[config.mk]
export PLATFORM = sky130hd
export DESIGN_NAME = ra_store_cache
export DESIGN_NICKNAME = d
export VERILOG_FILES = /design/src/rtl/ra_sc_pkg.sv /design/src/rtl/ra_sc_index.sv /design/src/rtl/ra_sc_array.sv /design/src/rtl/ra_sc_lookup.sv /design/src/rtl/ra_store_cache.sv
export SDC_FILE = /design/constraint.sdc
export NUM_CORES = 2
export LEC_CHECK = 0
export BUFFER_PORTS_ARGS = -buffer_cell sky130_fd_sc_hd__buf_2
export CORE_UTILIZATION = 45
export DETAILED_ROUTE_END_ITERATION = 10
export PLACE_DENSITY = 0.71
export SLEW_MARGIN = 20
export SYNTH_ARGS = -nofsm -noshare
export SYNTH_HDL_FRONTEND = slang
export SYNTH_SLANG_ARGS = --single-unit
export TNS_END_PERCENT = 10
[constraint.sdc]
create_clock -name clk -period 5.8 [get_ports clk]
set_input_delay 1.16 -clock clk [delete_from_list [all_inputs] [get_ports clk]]
set_output_delay 1.16 -clock clk [all_outputs]
set_load 0.02 [all_outputs]
[src/rtl/ra_sc_pkg.sv]
package ra_sc_pkg;

    localparam int DEF_ADDR_W  = 32;
    localparam int DEF_DATA_W  = 32;
    localparam int DEF_ENTRIES = 16;

    // Update applied to the slot array at the coming edge.
    typedef enum logic [1:0] {
        UPD_NONE  = 2'd0,
        UPD_WRITE = 2'd1,
        UPD_CLEAR = 2'd2
    } upd_op_e;

    // Clear outranks a store in the same cycle.
    function automatic upd_op_e pick_op(input logic clr, input logic we);
        if (clr)
            return UPD_CLEAR;
        else if (we)
            return UPD_WRITE;
        else
            return UPD_NONE;
    endfunction

endpackage

[src/rtl/ra_sc_index.sv]
module ra_sc_index #(
    parameter int ADDR_W = 32,
    parameter int IDX_W  = 4,
    localparam int TAG_W = ADDR_W - IDX_W
) (
    input  logic [ADDR_W-1:0] addr,
    output logic [IDX_W-1:0]  idx,
    output logic [TAG_W-1:0]  tag
);

    always_comb begin
        idx = addr[IDX_W-1:0];
        tag = addr[ADDR_W-1:IDX_W];
    end

endmodule

[src/rtl/ra_sc_array.sv]
module ra_sc_array
    import ra_sc_pkg::*;
#(
    parameter int ENTRIES = 16,
    parameter int TAG_W   = 28,
    parameter int DATA_W  = 32,
    localparam int IDX_W  = $clog2(ENTRIES)
) (
    input  logic                clk,
    input  logic                rst_n,
    input  upd_op_e             op,
    input  logic [IDX_W-1:0]    wr_idx,
    input  logic [TAG_W-1:0]    wr_tag,
    input  logic [DATA_W-1:0]   wr_data,
    input  logic                wr_inv,
    input  logic [IDX_W-1:0]    rd_idx,
    output logic                rd_vld,
    output logic [TAG_W-1:0]    rd_tag,
    output logic [DATA_W-1:0]   rd_data,
    output logic                rd_inv,
    output logic [ENTRIES-1:0]  slot_vld
);

    typedef struct packed {
        logic [ENTRIES-1:0]             vld;
        logic [ENTRIES-1:0]             inv;
        logic [ENTRIES-1:0][TAG_W-1:0]  tag;
        logic [ENTRIES-1:0][DATA_W-1:0] data;
    } slots_t;

    slots_t st_d, st_q;

    always_comb begin
        st_d = st_q;
        unique case (op)
            UPD_CLEAR: begin
                st_d.vld = '0;
            end
            UPD_WRITE: begin
                st_d.vld[wr_idx]  = 1'b1;
                st_d.inv[wr_idx]  = wr_inv;
                st_d.tag[wr_idx]  = wr_tag;
                st_d.data[wr_idx] = wr_data;
            end
            default: begin
            end
        endcase
    end

    always_ff @(posedge clk) begin
        if (!rst_n)
            st_q <= '0;
        else
            st_q <= st_d;
    end

    // Read port sees registered contents: older than any same-cycle update.
    always_comb begin
        rd_vld   = st_q.vld[rd_idx];
        rd_tag   = st_q.tag[rd_idx];
        rd_data  = st_q.data[rd_idx];
        rd_inv   = st_q.inv[rd_idx];
        slot_vld = st_q.vld;
    end

endmodule

[src/rtl/ra_sc_lookup.sv]
module ra_sc_lookup #(
    parameter int TAG_W  = 28,
    parameter int DATA_W = 32
) (
    input  logic              clk,
    input  logic              rst_n,
    input  logic              req,
    input  logic [TAG_W-1:0]  req_tag,
    input  logic              ent_vld,
    input  logic [TAG_W-1:0]  ent_tag,
    input  logic [DATA_W-1:0] ent_data,
    input  logic              ent_inv,
    output logic              rsp_valid,
    output logic              rsp_hit,
    output logic [DATA_W-1:0] rsp_data,
    output logic              rsp_inv
);

    typedef struct packed {
        logic              valid;
        logic              hit;
        logic              inv;
        logic [DATA_W-1:0] data;
    } rsp_t;

    rsp_t rsp_d, rsp_q;
    logic match;

    always_comb begin
        match = ent_vld && (ent_tag == req_tag);
        rsp_d = '0;
        if (req) begin
            rsp_d.valid = 1'b1;
            if (match) begin
                rsp_d.hit  = 1'b1;
                rsp_d.inv  = ent_inv;
                rsp_d.data = ent_data;
            end
        end
    end

    always_ff @(posedge clk) begin
        if (!rst_n)
            rsp_q <= '0;
        else
            rsp_q <= rsp_d;
    end

    always_comb begin
        rsp_valid = rsp_q.valid;
        rsp_hit   = rsp_q.hit;
        rsp_data  = rsp_q.data;
        rsp_inv   = rsp_q.inv;
    end

endmodule

[src/rtl/ra_store_cache.sv]
module ra_store_cache
    import ra_sc_pkg::*;
#(
    parameter int ADDR_W  = DEF_ADDR_W,
    parameter int DATA_W  = DEF_DATA_W,
    parameter int ENTRIES = DEF_ENTRIES,
    localparam int IDX_W  = $clog2(ENTRIES),
    localparam int TAG_W  = ADDR_W - IDX_W
) (
    input  logic              clk,
    input  logic              rst_n,
    input  logic              wr_en,
    input  logic [ADDR_W-1:0] wr_addr,
    input  logic [DATA_W-1:0] wr_data,
    input  logic              wr_inv,
    input  logic              rd_en,
    input  logic [ADDR_W-1:0] rd_addr,
    input  logic              flush,
    output logic              rsp_valid,
    output logic              rsp_hit,
    output logic [DATA_W-1:0] rsp_data,
    output logic              rsp_inv
);

    logic [IDX_W-1:0]   w_idx, r_idx;
    logic [TAG_W-1:0]   w_tag, r_tag;
    logic               e_vld, e_inv;
    logic [TAG_W-1:0]   e_tag;
    logic [DATA_W-1:0]  e_data;
    logic [ENTRIES-1:0] slot_vld;
    upd_op_e            op;

    always_comb op = pick_op(flush, wr_en);

    ra_sc_index #(.ADDR_W(ADDR_W), .IDX_W(IDX_W)) u_widx (
        .addr (wr_addr),
        .idx  (w_idx),
        .tag  (w_tag)
    );

    ra_sc_index #(.ADDR_W(ADDR_W), .IDX_W(IDX_W)) u_ridx (
        .addr (rd_addr),
        .idx  (r_idx),
        .tag  (r_tag)
    );

    ra_sc_array #(.ENTRIES(ENTRIES), .TAG_W(TAG_W), .DATA_W(DATA_W)) u_array (
        .clk      (clk),
        .rst_n    (rst_n),
        .op       (op),
        .wr_idx   (w_idx),
        .wr_tag   (w_tag),
        .wr_data  (wr_data),
        .wr_inv   (wr_inv),
        .rd_idx   (r_idx),
        .rd_vld   (e_vld),
        .rd_tag   (e_tag),
        .rd_data  (e_data),
        .rd_inv   (e_inv),
        .slot_vld (slot_vld)
    );

    ra_sc_lookup #(.TAG_W(TAG_W), .DATA_W(DATA_W)) u_lookup (
        .clk       (clk),
        .rst_n     (rst_n),
        .req       (rd_en),
        .req_tag   (r_tag),
        .ent_vld   (e_vld),
        .ent_tag   (e_tag),
        .ent_data  (e_data),
        .ent_inv   (e_inv),
        .rsp_valid (rsp_valid),
        .rsp_hit   (rsp_hit),
        .rsp_data  (rsp_data),
        .rsp_inv   (rsp_inv)
    );

endmodule

==> summary.md <==
| Metric | Value |
|---|---|
| Detailed Place HPWL | 82.6 mm |
| Initial core utilization | 0.454 |
| Synth Net Count | 5,211 |
| Pwr Total | 14.9 mW |
| Post-layout min period | 3930 ps |
| Max Fclk | 255 MHz |
| Crit. End Element | flip-flop |
| GR Overflow Total | 0 |
| Main synth FF type | dfxtp_1 |
| Vias per inst | 5.88 |
| Synthesis-to-layout area growth | 10.3% |
| Syn Inst Count | 5,109 |
| Required time of the critical path | 6400 ps |
| Bufs and invs on worst path | 3 |
| DRT Wirelength | 153 mm |
| DRT iter0 DRCs | 4,906 |
| IO buf count | 136 |
| Setup TNS | 0 ps |
| Nets | 5,003 |
| Setup Viol. Count Final | 0 |
| WL/cell | 24.1 µm |
| Leading area contributor after synthesis | dfxtp_1 |
| Cts repair resizes | 0 |
| Distinct cells, synth | 52 |
| RSZ-0062 raised after global routing | false |
| Drt pass-1 iters | 6 |
| Routed Antenna Nets | 0 |
| GR Util All Layers | 0.291 |
| Layout cell share with drive strength beyond 1 | 0.148 |
| Largest net degree at the start of global routing | 291 |
| Setup bufs post-CTS | 0 |
| Hold bufs inserted after CTS | 0 |
| H-tree depth | 3 |
| Initial antenna violation count | 24 |
| Worst path top cell family by delay | buffers and inverters |
| Total clock buffers created by CTS | 103 |
| Actual slew at the worst max-slew pin | 1350 ps |
| Die Ht | 322 µm |
| Pwr Density | 292 nW/µm² |
| CTS root buffer | clkbuf_16 |
| Synth Cell Area | 46,200 µm² |
| I/O pins | 137 |
| Crit Path Max Fanout | 43 |
| Final Core Density | 0.501 |
| Most frequent cell after synthesis | nand2_1 |
| CP Launch Type | input port |
| Average size of a mapped cell | 9.04 µm² |
| Sequential area share after synthesis | 0.445 |
| Largest cells by area after synthesis | dfxtp_1, a21boi_0, nand2_1, mux4_2, clkbuf_1 |
| GP Congestion | 0.852 |
| Slowest CP cell | buf_4 |
| Number of global-route vias before repair | 35,000 |
| Clock Sinks | 1,027 |
| Remaining DRCs | 0 |
| CTS max path bufs | 3 |
| Die width | 322 µm |
| Synth warn | 0 |
| Period utilization | 0.677 |
| Critical Path Max Stage Delay | 550 ps |
| Worst-path clk slew | 60 ps |
| Core area | 102,000 µm² |
| Met1 Use GR | 0.408 |
| Total die area | 104,000 µm² |
| Peak VDD IR | 0.000219 V |
| Cells after DPL | 6,163 |
| # rows | 117 |
| Vias | 37,400 |
| Most used cell, CP | buf_4 |
| Met3 Usage GRT | 0.0540 |
| First-pass GRT wire length | 228 mm |
| Hold Crit Class | flip-flop to flip-flop |
| Slew Limit Fails | 0 |
| # Max-Cap Violations | 0 |
| Relative slew slack | 0.0996 |
| Outcome | finished clean |
| Synth Register Bits | 1,027 |
| Crit-path cells | buf_4 > buf_4 > mux4_2 > mux2i_1 > mux2i_1 > xor2_1 > nor4_4 > buf_4 > nand3_1 > nor4_2 |
| Finished Layout Cells | 6,361 |
| GR Layer Usage met2 | 0.448 |
| Synth top cells by count | nand2_1, dfxtp_1, a21boi_0 |
| Async set-reset flop share out of synthesis | 0 |
| GR peak layer | met2 |
| CTS tree | done |
| Clk_lat worst skew | 700 ps |
| Post-route cell area | 51,000 µm² |
| Leak | 16.4 nW |
| WS Path Type | input port to flip-flop |
| Number of synthesized flops with an enable pin | 0 |
| Hold Fails Final Rpt | 0 |
| Placed cell area | 47,400 µm² |
| Worst Skew | 24.4 ps |
| Worst EP arrival | 4530 ps |
| Top-area cell type share of the netlist area | 0.445 |
[metrics by stage]
stage	hold slack [ps]	setup WS, ps
6_report	461	1870
5_1_grt	475	1790
4_1_cts	464	1990
3_5_place_dp	455	1280
3_3_place_gp	448	1330
2_1_floorplan	439	2170
[path summary, 6_finish.rpt]
check,slack (ps),depth (start not counted),endpoint,start
hold reg to reg,460,2,u_array.st_q[685],u_array.st_q[685]
setup / recovery,1870,10,u_lookup.rsp_data[14],rd_addr[2]
hold / removal,460,2,u_array.st_q[685],u_array.st_q[685]
setup reg to reg,2840,8,u_lookup.rsp_data[27],u_array.st_q[815]
[kinds of logic (layout without fill, tap and decap cells)]
family | Yosys count | in the layout | share of synthesized area
and+or+nand+nor | 2147 | 2147 | 0.186
AOI/OAI and AO/OA | 1049 | 1049 | 0.171
muxes | 320 | 320 | 0.144
buffers and inverters | 532 | 408 | 0.0474
xor gates and xnor gates | 34 | 34 | 0.00645
other | 0 | 8 | 0
DFF | 1027 | 1027 | 0.445
[layout by cell type (no fill, tap or decap), types with 16 or more instances in the layout]
cell / instances
a21boi_0: 993
buf_2: 132
buf_4: 67
clkbuf_1: 19
clkbuf_16: 105
clkbuf_8: 24
clkinv_2: 23
dfxtp_1: 1027
mux2i_1: 43
mux4_2: 274
nand2_1: 1974
nand2b_1: 20
nand3_1: 42
nor4_2: 31
xnor2_1: 16
xor2_1: 18
[state kept, by name (all words and copies together) (netlist names)]
register            cells
u_array.slot_vld       16
u_array.st_q          976
u_lookup.rsp_data      32
u_lookup.rsp_hit        1
u_lookup.rsp_inv        1
u_lookup.rsp_valid      1
[worst min-delay path, stage by stage, from the launching register on]
cell	delay, ps
dfxtp_1	310
nand2_1	40
a21boi_0	60
[power by group]
part           internal, mW  switching, mW  leakage [nW]  total, mW
Clock                  3.95           2.94          1.72       6.89
Combinational         0.300          0.552          6.41      0.852
Sequential             7.10         0.0261          8.28       7.13
Total                  11.4           3.52          16.4       14.9
[area by class of cell]
cell class | count | area [µm²]
tap | 1368 | 1710
multi-input combinational | 3550 | 23700
fill | 9170 | 50800
timing repair buffer | 214 | 1460
clock buffer | 148 | 3030
sequential | 1027 | 20600
clock inverter | 41 | 458
inverter | 5 | 20.0
antenna | 8 | 20.0
[metal layers]
layer  up-vias  share of wire
met5         -        0.00068
met1     18300           0.40
met3       344           0.11
met2      2096           0.45
li1      16700              -
met4        16          0.033
No activity file was read; power rests on OpenSTA's default activity.
